`src/rtl/wake_pkg.sv`:
```
package wake_pkg;
   localparam int unsigned WK_ENTRIES = 16;
   localparam int unsigned WK_BCAST   = 4;
   localparam int unsigned WK_TAG_W   = 6;
   localparam int unsigned WK_NSRC    = 2;
endpackage

```
`src/rtl/wake_cmp.sv`:
```
module wake_cmp #(
   parameter int unsigned TAG_W = 6,
   parameter int unsigned BCAST = 4
) (
   input  logic [TAG_W-1:0]       tag,
   input  logic [BCAST-1:0]       bc_valid,
   input  logic [BCAST*TAG_W-1:0] bc_tag,
   output logic                   hit
);
   logic [BCAST-1:0] lane_hit;

   for (genvar l = 0; l < BCAST; l++) begin : g_lane
      assign lane_hit[l] = bc_valid[l] && (bc_tag[l*TAG_W +: TAG_W] == tag);
   end

   assign hit = |lane_hit;
endmodule

```
`src/rtl/wake_slot.sv`:
```
module wake_slot
   import wake_pkg::*;
#(
   parameter int unsigned TAG_W = 6,
   parameter int unsigned BCAST = 4
) (
   input  logic                           clk,
   input  logic                           rst_n,
   input  logic                           wr_en,
   input  logic [WK_NSRC-1:0][TAG_W-1:0]  wr_tag,
   input  logic [WK_NSRC-1:0]             wr_use,
   input  logic [BCAST-1:0]               bc_valid,
   input  logic [BCAST*TAG_W-1:0]         bc_tag,
   input  logic                           grant,
   output logic                           vld,
   output logic                           req
);
   logic               vld_q;
   logic [WK_NSRC-1:0] rdy_v;

   for (genvar k = 0; k < WK_NSRC; k++) begin : g_op
      logic [TAG_W-1:0] tag_q;
      logic             rdy_q;
      logic [TAG_W-1:0] cmp_tag;
      logic             hit;

      // one comparator row serves both dispatch and wakeup
      assign cmp_tag = wr_en ? wr_tag[k] : tag_q;

      wake_cmp #(.TAG_W(TAG_W), .BCAST(BCAST)) u_cmp (
         .tag      (cmp_tag),
         .bc_valid (bc_valid),
         .bc_tag   (bc_tag),
         .hit      (hit)
      );

      always_ff @(posedge clk or negedge rst_n) begin
         if (!rst_n) begin
            tag_q <= '0;
            rdy_q <= 1'b0;
         end else if (wr_en) begin
            tag_q <= wr_tag[k];
            rdy_q <= !wr_use[k] || hit;
         end else if (vld_q) begin
            rdy_q <= rdy_q || hit;
         end
      end

      assign rdy_v[k] = rdy_q;
   end

   assign req = vld_q && (&rdy_v);

   always_ff @(posedge clk or negedge rst_n) begin
      if (!rst_n)            vld_q <= 1'b0;
      else if (wr_en)        vld_q <= 1'b1;
      else if (grant && req) vld_q <= 1'b0;
   end

   assign vld = vld_q;
endmodule

```
`src/rtl/wake_pick.sv`:
```
module wake_pick #(
   parameter int unsigned N = 16,
   localparam int unsigned IDX_W = (N > 1) ? $clog2(N) : 1
) (
   input  logic [N-1:0]     free,
   output logic             any,
   output logic [IDX_W-1:0] idx
);
   always_comb begin
      idx = '0;
      for (int i = N - 1; i >= 0; i--) begin
         if (free[i]) idx = IDX_W'(i);
      end
   end

   assign any = |free;
endmodule

```
`src/rtl/wake_window.sv`:
```
module wake_window
   import wake_pkg::*;
#(
   parameter int unsigned ENTRIES = WK_ENTRIES,
   parameter int unsigned BCAST   = WK_BCAST,
   parameter int unsigned TAG_W   = WK_TAG_W,
   localparam int unsigned SLOT_W = $clog2(ENTRIES)
) (
   input  logic                   clk,
   input  logic                   rst_n,
   input  logic                   disp_valid,
   input  logic [TAG_W-1:0]       disp_src0_tag,
   input  logic                   disp_src0_used,
   input  logic [TAG_W-1:0]       disp_src1_tag,
   input  logic                   disp_src1_used,
   output logic [SLOT_W-1:0]      disp_slot,
   output logic                   win_full,
   input  logic [BCAST-1:0]       bc_valid,
   input  logic [BCAST*TAG_W-1:0] bc_tag,
   input  logic [ENTRIES-1:0]     grant,
   output logic [ENTRIES-1:0]     req,
   output logic [ENTRIES-1:0]     entry_valid
);
   if (ENTRIES < 2) begin : g_bad_entries
      $error("wake_window: ENTRIES must be at least 2");
   end
   if (BCAST < 1) begin : g_bad_bcast
      $error("wake_window: BCAST must be at least 1");
   end
   if (TAG_W < 1) begin : g_bad_tag
      $error("wake_window: TAG_W must be at least 1");
   end

   logic [WK_NSRC-1:0][TAG_W-1:0] wr_tag;
   logic [WK_NSRC-1:0]            wr_use;
   logic [ENTRIES-1:0]            vld_v;
   logic                          free_any;

   assign wr_tag = {disp_src1_tag, disp_src0_tag};
   assign wr_use = {disp_src1_used, disp_src0_used};

   wake_pick #(.N(ENTRIES)) u_pick (
      .free (~vld_v),
      .any  (free_any),
      .idx  (disp_slot)
   );

   for (genvar i = 0; i < ENTRIES; i++) begin : g_ent
      logic wr_en;
      assign wr_en = disp_valid && free_any && (disp_slot == SLOT_W'(i));

      wake_slot #(.TAG_W(TAG_W), .BCAST(BCAST)) u_slot (
         .clk      (clk),
         .rst_n    (rst_n),
         .wr_en    (wr_en),
         .wr_tag   (wr_tag),
         .wr_use   (wr_use),
         .bc_valid (bc_valid),
         .bc_tag   (bc_tag),
         .grant    (grant[i]),
         .vld      (vld_v[i]),
         .req      (req[i])
      );
   end

   assign win_full    = !free_any;
   assign entry_valid = vld_v;
endmodule

```
`config.mk`:
```
export PLATFORM = sky130hd
export DESIGN_NAME = wake_window
export DESIGN_NICKNAME = d
export VERILOG_FILES = /design/src/rtl/wake_pkg.sv /design/src/rtl/wake_cmp.sv /design/src/rtl/wake_slot.sv /design/src/rtl/wake_pick.sv /design/src/rtl/wake_window.sv
export SDC_FILE = /design/constraint.sdc
export NUM_CORES = 1
export LEC_CHECK = 0
export ABC_AREA = 0
export BUFFER_PORTS_ARGS = -buffer_cell sky130_fd_sc_hd__buf_2
export CORE_ASPECT_RATIO = 1.5
export CORE_MARGIN = 2
export CORE_UTILIZATION = 52
export CTS_BUF_LIST = sky130_fd_sc_hd__clkbuf_16
export DETAILED_ROUTE_END_ITERATION = 10
export PLACE_DENSITY = 0.76
export SLEW_MARGIN = 20
export SYNTH_ARGS = -nofsm -noshare
export SYNTH_HDL_FRONTEND = slang
export SYNTH_HIERARCHICAL = 1
export SYNTH_SLANG_ARGS = --single-unit
```
`constraint.sdc`:
```
create_clock -name clk -period 3.9 [get_ports clk]
set_clock_uncertainty 0.1 [all_clocks]
set_input_delay 0.39 -clock clk [delete_from_list [all_inputs] [get_ports clk]]
set_output_delay 0.39 -clock clk [all_outputs]
set_load 0.02 [all_outputs]
```
* Word level (Yosys, flattened, before mapping)
Index checks and enable logic that the tools add are counted.
Storage, ports and cells: word-level logic and storage cells 694, input port bits 61, flip-flop bits (word level) 240
Cells by class: bitwise logic cells 1, equal/unequal tests 143, reductions and logical operators 326, multiplexer cells 144
Operator list (number):
- 6-bit == test | 128
- 6-bit two-way mux | 32
- 1-bit logical AND | 177
- 4-bit OR reduction | 32
- 1-bit two-way mux | 96
- 1-bit logical OR | 64
- 4-bit two-way mux | 16
- 2-bit nonzero test | 32
- 4-bit == test (second input constant) | 8
- 2-bit AND reduction | 16
- 4-bit by 3-bit == test with 1-bit output (second input constant) | 4
- 16-bit NOT | 1
- 16-bit OR reduction | 1
- 4-bit by 2-bit == test with 1-bit output (second input constant) | 2
- 4-bit by 1-bit == test with 1-bit output (second input constant) | 1
- 4-bit logical NOT | 1
- 1-bit logical NOT | 3

* Depth between registers and ports, before layout
Gate-level depths: netlist of run 1.
word-level depth 26, mapped depth 17, gate-level depth less buffers 14

* Cells and area by module
The synthesis of run 1 kept the hierarchy.
By module, submodules not included:
- wake_slot | instances 16, cells each 38, sequential area each 375.4 um^2, area an instance 615.6 um^2
- wake_cmp | instances 32, cells each 34, sequential area each 0.0 um^2, area an instance 272.8 um^2
- wake_window | instances 1, cells each 40, sequential area each 0.0 um^2, area an instance 180.2 um^2
- wake_pick | instances 1, cells each 34, sequential area each 0.0 um^2, area an instance 176.4 um^2

* Worst setup path before layout of run 1
Ideal clock, no wire load.
kind register to register, start point reg g_ent[4].u_slot.vld_q, end point reg g_ent[12].u_slot.g_op[1].rdy_q, cell stages (with the launch flop) 17, setup time 127 ps, clock period less this slack 3991 ps, required time 3673 ps, arrival time 3764 ps, buffers on the path 3, path slack -91 ps, cell sequence dfrtp_1 inv_1 nor4_2 nand3_1 a31oi_1 nand2_1 nor2_1 buf_6 buf_12 mux2_4 clkbuf_2 xnor2_1 nand4_1 nor4_1 or4_1 a211oi_1 a31oi_1
Between the ends: longest elaborated chain between the ends 15, elaborated cells on any way between the ends 25, those cells by class eq/ne (5); mux (8); bitwise (1); reduce/logical (11)
Ends and longest elaborated chain:
- start: declaration | RTL line wake_slot.sv:18 | logic vld_q;
- start signal: assignment | RTL line wake_slot.sv:55 | if (!rst_n) vld_q <= 1'b0;
- start signal: assignment | RTL line wake_slot.sv:56 | else if (wr_en) vld_q <= 1'b1;
- start signal: assignment | RTL line wake_slot.sv:57 | else if (grant && req) vld_q <= 1'b0;
- 16-bit NOT (*) | RTL line wake_window.sv:43 | .free (~vld_v),
- 4-bit two-way mux (*) (5 in series) | RTL line wake_pick.sv:12 | if (free[i]) idx = IDX_W'(i);
- via disp_slot[3] | RTL line wake_window.sv:16 | output logic [SLOT_W-1:0] disp_slot,
- 4-bit == test (*) | RTL line wake_window.sv:50 | assign wr_en = disp_valid && free_any && (disp_slot == SLOT_W'(i));
- 1-bit logical AND (*) | RTL line wake_window.sv:50
- via g_ent[12].wr_en | RTL line wake_window.sv:49 | logic wr_en;
- 6-bit two-way mux (*) | RTL line wake_slot.sv:28 | assign cmp_tag = wr_en ? wr_tag[k] : tag_q;
- via g_ent[12].u_slot.g_op[1].cmp_tag[0] | RTL line wake_slot.sv:24 | logic [TAG_W-1:0] cmp_tag;
- 6-bit == test | RTL line wake_cmp.sv:13 | assign lane_hit[l] = bc_valid[l] && (bc_tag[l*TAG_W +: TAG_W] == tag);
- 1-bit logical AND | RTL line wake_cmp.sv:13
- 4-bit OR reduction (*) | RTL line wake_cmp.sv:16 | assign hit = |lane_hit;
- via g_ent[12].u_slot.g_op[1].hit | RTL line wake_slot.sv:25 | logic hit;
- 1-bit logical OR | RTL line wake_slot.sv:45 | rdy_q <= rdy_q || hit;
- 1-bit two-way mux | RTL line wake_slot.sv:44 | end else if (vld_q) begin
- 1-bit two-way mux (*) | RTL line wake_slot.sv:41 | end else if (wr_en) begin
- end signal: assignment | RTL line wake_slot.sv:43 | rdy_q <= !wr_use[k] || hit;
- end signal: assignment | RTL line wake_slot.sv:45
- end: declaration | RTL line wake_slot.sv:23 | logic rdy_q;
The timed path passes the listed nets; every way through them passes the cells marked *. The select of a mux whose other input is x is not followed. A chain may end at the register's enable or synchronous reset.

* Worst setup path after layout of run 1
start point reg g_ent[14].u_slot.vld_q, end point reg g_ent[6].u_slot.g_op[1].rdy_q
Between the ends: longest elaborated chain between the ends 25, elaborated cells on any way between the ends 35, those cells by class eq/ne (5); mux (18); bitwise (1); reduce/logical (11)
Ends and longest elaborated chain (RTL line):
- start: declaration | wake_slot.sv:18
- start signal: assignment | wake_slot.sv:55
- start signal: assignment | wake_slot.sv:56
- start signal: assignment | wake_slot.sv:57
- 16-bit NOT (*) | wake_window.sv:43
- 4-bit two-way mux (15 in series) | wake_pick.sv:12
- 4-bit by 3-bit == test with 1-bit output | wake_window.sv:50
- 1-bit logical AND (*) | wake_window.sv:50
- via g_ent[6].wr_en | wake_window.sv:49
- 6-bit two-way mux (*) | wake_slot.sv:28
- via g_ent[6].u_slot.g_op[1].cmp_tag[3] | wake_slot.sv:24
- 6-bit == test | wake_cmp.sv:13
- 1-bit logical AND | wake_cmp.sv:13
- 4-bit OR reduction (*) | wake_cmp.sv:16
- via g_ent[6].u_slot.g_op[1].hit | wake_slot.sv:25
- 1-bit logical OR | wake_slot.sv:45
- 1-bit two-way mux | wake_slot.sv:44
- 1-bit two-way mux (*) | wake_slot.sv:41
- end signal: assignment | wake_slot.sv:43
- end signal: assignment | wake_slot.sv:45
- end: declaration | wake_slot.sv:23
Marks and branches as above.

==> results of run 1 <==
registers in the layout, indices dropped and copies added (netlist names):
| signal | flops |
|---|---|
| g_ent.u_slot/g_op.rdy_q | 32 |
| g_ent.u_slot/vld | 16 |
| g_ent.u_slot/g_op.tag_q | 192 |
critical path: stages (launching register included):
cell,delay [ns]
dfrtp_1,0.38
inv_1,0.11
nor2_1,0.08
o31ai_1,0.20
nand2_1,0.15
a31oi_4,0.25
nand4b_1,0.34
nor2_1,0.27
buf_6,0.24
mux2_2,0.43
xnor2_1,0.15
nand4_1,0.13
nor4_1,0.06
or4_1,0.53
a211oi_1,0.29
a31oi_1,0.07
worst max-delay path by stage:
stage,endpoint,depth (start not counted)
5_1_grt,g_ent[9].u_slot/g_op[0].rdy_q,14
3_5_place_dp,g_ent[7].u_slot/g_op[1].rdy_q,14
3_3_place_gp,g_ent[11].u_slot/g_op[1].rdy_q,14
4_1_cts,g_ent[7].u_slot/g_op[1].rdy_q,14
2_1_floorplan,g_ent[10].u_slot/g_op[1].rdy_q,16
6_report,g_ent[6].u_slot/g_op[1].rdy_q,15
power by group through the flow:
| stage | clock (W) | sequential [W] | combinational [W] |
|---|---|---|---|
| finish | 0.00257 | 0.00324 | 0.00496 |
| detailed placement | 0 | 0.00327 | 0.00472 |
| global route | 0.00270 | 0.00329 | 0.00530 |
| CTS | 0.00260 | 0.00323 | 0.00476 |
| floorplan | 0 | 0.00323 | 0.00361 |
| global placement | 0 | 0.00325 | 0.00458 |
through the flow:
| stage | utilization (%) | hold slack (ns) | instance area (um2) | setup TNS, ns | std cells |
|---|---|---|---|---|---|
| 2_1_floorplan | - | -0.00559 | 19000 | 0 | 1770 |
| 3_3_place_gp | 56.5 | 0.387 | 20300 | 0 | 2353 |
| 3_5_place_dp | 56.5 | 0.402 | 20300 | 0 | 2353 |
| 4_1_cts | 58.9 | 0.0305 | 21200 | 0 | 2399 |
| 5_1_grt | 59.9 | 0.0510 | 21500 | -3.08 | 2413 |
| 6_report | 59.9 | 0.0359 | 21500 | -0.0518 | 2413 |
cell families (layout without fill, tap and decap cells):
kind of cell / count (synthesis) / in the layout / synth area share [%]
AND/OR/NAND/NOR: 364 / 364 / 11.8
flip-flops: 240 / 240 / 31.7
XOR/XNOR: 768 / 768 / 35.5
AO/OA/AOI/OAI: 90 / 90 / 3.39
multiplexers: 192 / 192 / 13.0
buffers and inverters: 116 / 281 / 4.52
final cells by class:
class | count | area [um2]
clock inverter | 20 | 228
sequential | 240 | 6010
tap | 478 | 598
inverter | 52 | 195
timing repair buffer | 184 | 1530
clock buffer | 25 | 626
multi-input combinational | 1414 | 12300
fill | 2927 | 14400
layer usage:
layer / part of all wire [%] / up-vias / wire (um)
li1: - / 6526 / -
met1: 35 / 7579 / 22200
met2: 46 / 1010 / 29400
met3: 9.4 / 443 / 6060
met4: 10 / 0 / 6600
met5: 0 / - / 0
Yosys cell counts (all sizes together):
cell type / n / area share [%]
xnor2: 384 / 18
xor2: 384 / 18
dfrtp: 240 / 32
mux2: 192 / 13
nor4: 130 / 4.3
nand4: 129 / 4.3
inv: 52 / 1.0
a31oi: 34 / 1.1
a211oi: 32 / 1.3
buf: 32 / 2.6
clkbuf: 32 / 0.85
or4: 32 / 1.3
nor2: 20 / 0.41
nand3: 18 / 0.48
and3: 17 / 0.56
a21o: 16 / 0.74
nand2: 6 / 0.12
nor3: 5 / 0.13
a21oi: 3 / 0.079
nand2b: 3 / 0.099
nand4b: 2 / 0.093
o21ai: 2 / 0.053
nand4bb: 1 / 0.059
o22ai: 1 / 0.033
o311a: 1 / 0.053
o31ai: 1 / 0.040
or3: 1 / 0.033
repair_timing:
item / in CTS / in global routing
endpoints found under the setup margin: 0 / 32
hold buffers: 1 / 0
resized for setup: 0 / 63
hold endpoints to repair: 101 / 0
buffers inserted: 0 / 14
==> summary.md, run 1 <==
| Metric | Value |
|---|---|
| Run status | finished, violations left |
| Failing checks | setup timing |
| Critical path class | flip-flop to flip-flop |
| Pwr Total | 0.0108 W |
| DR vias | 15600 |
| Net switching power | 0.00404 W |
| Ys Warns | 6 |
| Pre-antenna DRT Iters | 5 |
| Critical Path Fanout Max | 17 |
| Max Slew Vio Count | 0 |
| Final Hold Viols | 0 |
| Worst setup SP type | flip-flop |
| Logic pwr share | 46.0% |
| Gpl congestion | 1.04 |
| Min-Delay Endpoint | g_ent[9].u_slot/vld |
| Starting Density | 52.7% |
| Worst-skew pair later-pin latency | 0.56 ns |
| CP Launch Point | g_ent[14].u_slot/vld |
| FF-to-FF path depth | 15 |
| Core area | 35900 um2 |
| Synth cell types | 31 |
| Most frequent cells in the layout | xor2_1, xnor2_1, dfrtp_1, nand4_1, nor4_1 |
| Most common cell after layout, fill and taps aside | xor2_1 |
| Die area | 38000 um2 |
| Mean Syn Cell Area | 10.7 um2 |
| Placement Setup Slack | 0.0308 ns |
| Cell count of the worst hold path | 3 |
| Slew headroom | 26.1% |
| HP Class | input port to flip-flop |
| R2R setup slack | -0.05 ns |
| Area grow syn2layout | 13.6% |
| Post-DP HPWL | 39.4 mm |
| IR drop worst, VDD | 276 uV |
| All-layer global routing usage | 33.2% |
| Post-Syn Area | 18900 um2 |
| WL/cell | 26.6 um |
| Antenna Nets Post-Route | 0 |
| CP arrival | 4.23 ns |
| First-pass GRT wire length | 96.5 mm |
| Diodes inserted | 0 |
| Mapped Cells | 1770 |
| F_max | 253 MHz |
| Final Setup Violations | 2 |
| Met3 global-route usage | 6.23% |
| Final min period | 3.95 ns |
| WL final | 64.3 mm |
| Worst reg2reg path endpoint | g_ent[6].u_slot/g_op[1].rdy_q |
| Maxcap violations | 0 |
| Pint | 0.00674 W |
| Met2 GRT Util | 53.7% |
| CTS Buf Count | 25 |
| Iter 0 DRT Violations | 1448 |
| Switching Fraction | 37.5% |
| P per Cell Area | 501 nW/um2 |
| R2R Path Start | g_ent[14].u_slot/vld |
| Largest net degree at the start of global routing | 104 |
| Hold_sp | grant[9] |
| Clock buffer depth | 3 |
| I/O pins | 98 |
| Core Rows | 85 |
| Final setup margin | -0.0468 ns |
| CTS tree | yes |
| Final net count | 1978 |
| Synth Net Count | 1831 |
| #FFs+latches synth | 240 |
| Port Buffers | 97 |
| Vias in the first global route | 16100 |
| DRC viols | 0 |
| Die W | 160 um |
| CTS Sinks | 240 |
| Chip height | 238 um |
| Busiest layer in global routing | met2 |
| Vias per cell | 6.45 |
| Share of power burned in registers | 30.1% |
| Post-synthesis sequential area ratio | 31.7% |
| Clock slew at reported path FFs | 0.07 ns |
| GR Overflow Total | 0 |
| Met1 Use GR | 38.3% |
| CP required | 4.19 ns |
| Htree depth | 1 |
| CP endpoint kind | flip-flop |
| Clk pwr share | 23.9% |
| Layout cells sized above 1 | 24.8% |
| Crit share post-route | 101% |
| Initial antenna violation count | 0 |
| Root buffer cell | clkbuf_16 |
| Worst-Margin Slew | 1.11 ns |
| Leak | 9.37 nW |
| RSZ-0062 raised after global routing | yes |
Power figures use the tool's default switching activity.
==> run 2, diff against run 1 <==
--- a/config.mk
+++ b/config.mk
@@ -6,13 +6,14 @@
 export NUM_CORES = 1
 export LEC_CHECK = 0
 export ABC_AREA = 0
-export BUFFER_PORTS_ARGS = -buffer_cell sky130_fd_sc_hd__buf_2
 export CORE_ASPECT_RATIO = 1.5
 export CORE_MARGIN = 2
 export CORE_UTILIZATION = 52
 export CTS_BUF_LIST = sky130_fd_sc_hd__clkbuf_16
 export DETAILED_ROUTE_END_ITERATION = 10
-export PLACE_DENSITY = 0.76
+export DONT_BUFFER_PORTS = 1
+export MAX_ROUTING_LAYER = met4
+export PLACE_DENSITY = 0.74
 export SLEW_MARGIN = 20
 export SYNTH_ARGS = -nofsm -noshare
 export SYNTH_HDL_FRONTEND = slang
==> run 2 against run 1 <==
Compared with the run above: the flow finishes with violations (hold timing); final area down 3.9%; core utilization decreased by 2.3 points; first-iteration DRC count up 13%; clock power decreased by 8.2%; cell count is 4.5% lower; wire length grew 2.0%; worst setup slack better by 0.17 ns.
==> summary.md, run 2 (same netlist as run 1, synthesis figures left out) <==
| Metric | Value |
|---|---|
| DR vias | 15100 (-2.7%) |
| Reg with most FFs | g_ent.u_slot/g_op.tag_q |
| Run status | finished, violations left |
| Max Slew Vio Count | 0 (unchanged) |
| Pint | 0.00646 W (-4.1%) |
| Port Buffers | 0 (-100%) |
| All-layer global routing usage | 34.5% (+1.3 points) |
| Cell Chain, Critical Path | inv_1 -> inv_1 -> a21oi_1 -> o311a_1 -> o22ai_4 -> nand4b_1 -> buf_4 -> nor2_1 -> buf_12 -> mux2_2 -> xnor2_1 -> nand4_1 -> nor4_1 -> or4_1 -> a211oi_1 -> a31oi_1 |
| Area grow syn2layout | 9.25% |
| CTS tree | yes |
| Final Setup Violations | 0 (-2) |
| Hold Slack | -0.572 ns (-0.608 ns) |
| Share of power burned in registers | 31.6% (+1.5 points) |
| Core Rows | 85 (unchanged) |
| First-pass GRT wire length | 96.2 mm (-0.32%) |
| Most frequent cells in the layout | xor2_1, xnor2_1, dfrtp_1, nand4_1, nor4_1 |
| Layout cells sized above 1 | 17.1% (-7.7 points) |
| DP Area | 19400 um2 (-4.4%) |
| Pre-antenna DRT Iters | 6 (+1) |
| CP required | 4.22 ns (+0.03 ns) |
| F_max | 265 MHz (+4.5%) |
| Root buffer cell | clkbuf_16 |
| Crit-path max cell delay | 0.54 ns (about the same) |
| DR WL met3 | 6.43 mm (+6.1%) |
| Final net count | 1869 (-5.5%) |
| Iter 0 DRT Violations | 1632 (+13%) |
| Worst-skew pair later-pin latency | 0.56 ns (about the same) |
| Antenna Nets Post-Route | 0 (unchanged) |
| Die area | 38000 um2 (unchanged) |
| P per Cell Area | 488 nW/um2 (-2.7%) |
| Post-DP HPWL | 34.6 mm (-12%) |
| Sum Neg Setup Slack | 0 ns (+0.0518 ns) |
| Gpl congestion | 0.948 (-8.8%) |
| Logic pwr share | 45.0% (-1.0 points) |
| CP endpoint kind | flip-flop |
| R2R setup slack | 0.12 ns (+0.17 ns) |
| Die W | 160 um (unchanged) |
| GR Overflow Total | 0 (unchanged) |
| CP arrival | 4.10 ns (-0.13 ns) |
| CTS Buf Count | 26 (+4.0%) |
| Worst setup SP type | flip-flop |
| Initial antenna violation count | 1 (+1) |
| Critical path class | flip-flop to flip-flop |
| CP dominant cell by count | inv_1 |
| HP Class | input port to async pin |
| Vias in the first global route | 15400 (-4.6%) |
| WL/cell | 28.4 um (+6.7%) |
| Max FFs per register | 192 (unchanged) |
| Chip height | 238 um (unchanged) |
| FF-to-FF path depth | 16 (+1) |
| Starting Density | 52.7% (unchanged) |
| Non-Filler Instances | 2305 (-4.5%) |
| Top sig layer | met4 |
| Vias per cell | 6.57 (+1.9%) |
| WL final | 65.5 mm (+2.0%) |
| Switching Fraction | 35.9% (-1.6 points) |
| Critical-path top delay cell | or4_1 |
| Hold Buf Count CTS | 31 (+30) |
| Core area | 35900 um2 (unchanged) |
| Final min period | 3.78 ns (-0.170 ns) |
| CTS Sinks | 240 (unchanged) |
| Routed wl met2 | 29.7 mm (+0.89%) |
| DRC viols | 0 (unchanged) |
| Critical Path Fanout Max | 17 (unchanged) |
| Post-route cell area | 20700 um2 (-3.9%) |
| Crit share post-route | 96.8% (-4.4 points) |
| IR drop worst, VDD | 259 uV (-6.3%) |
| Slew headroom | 48.0% (+22 points) |
| Largest net degree at the start of global routing | 241 (+130%) |
| Clock slew at reported path FFs | 0.06 ns (about the same) |
| Net switching power | 0.00362 W (-10%) |
| Clock buffer depth | 3 (unchanged) |
| Failing checks | hold timing |
| Maxcap violations | 0 (unchanged) |
| Worst-Margin Slew | 0.777 ns (-0.331 ns) |
| I/O pins | 98 (unchanged) |
| RSZ-0062 raised after global routing | yes |
| Clk pwr share | 23.4% (-0.5 points) |
| Final Hold Viols | 240 (+240) |
| Placed insts | 2223 (-5.5%) |
| Routed metal-1 wirelength | 23.9 mm (+7.6%) |
| Leak | 8.77 nW (-6.4%) |
| Htree depth | 1 (unchanged) |
## run 2: layer usage
metal | vias up | track usage, %
met5 | - | -
met4 | 0 | 24.4
met3 | 364 | 6.84
met2 | 1061 | 53.6
met1 | 7411 | 40.1
li1 | 6301 | -
## run 2: repair_timing
| item | CTS | global route |
|---|---|---|
| gates resized for setup | 0 | 19 |
| hold endpoints to repair | 410 | 240 |
| endpoints found under the setup margin | 0 | 32 |
| setup buffers | 0 | 4 |
## run 2: final timing paths
path	from	to
worst max-delay path	g_ent[10].u_slot/vld	g_ent[6].u_slot/g_op[0].rdy_q
worst min-delay path	rst_n	g_ent[14].u_slot/g_op[0].tag_q[2]
worst max register to register	g_ent[10].u_slot/vld	g_ent[6].u_slot/g_op[0].rdy_q
worst min register to register	g_ent[12].u_slot/g_op[1].tag_q[2]	g_ent[12].u_slot/g_op[1].tag_q[2]
max in group asynchronous	rst_n	g_ent[0].u_slot/g_op[0].tag_q[3]
min in group clk	disp_src0_tag[2]	g_ent[15].u_slot/g_op[0].tag_q[2]
## run 2: power groups by stage
stage / Sequential, W / Clock [W] / Combinational [W]
2_1_floorplan: 0.00323 / 0 / 0.00361
3_3_place_gp: 0.00320 / 0 / 0.00411
3_5_place_dp: 0.00323 / 0 / 0.00425
4_1_cts: 0.00319 / 0.00238 / 0.00438
5_1_grt: 0.00324 / 0.00248 / 0.00482
6_report: 0.00319 / 0.00236 / 0.00454
## run 2: stage by stage
stage | utilization (%) | total power [W] | setup WS (ns)
after global routing | 57.5 | 0.0105 | -0.0254
after floorplan | - | 0.00684 | 0.131
after global placement | 54.0 | 0.00731 | 0.0597
after detailed placement | 54.0 | 0.00748 | 0.0747
after CTS | 57.2 | 0.00995 | 0.0732
final | 57.5 | 0.0101 | 0.124
## run 2: final cells by class
class | count | area [um2]
clock buffer | 27 | 676
multi-input combinational | 1414 | 12200
tap | 478 | 598
antenna | 1 | 2.50
timing repair buffer | 74 | 903
inverter | 52 | 195
clock inverter | 19 | 101
sequential | 240 | 6010
fill | 3102 | 15300
## run 2: worst max-delay path, delay by kind of cell (launching register included)
family | cells | cell delay (ns)
muxes | 1 | 0.42
and+or+nand+nor | 5 | 1.16
AOI/OAI and AO/OA | 5 | 0.81
DFF | 1 | 0.39
xor gates and xnor gates | 1 | 0.15
buffers and inverters | 4 | 0.59
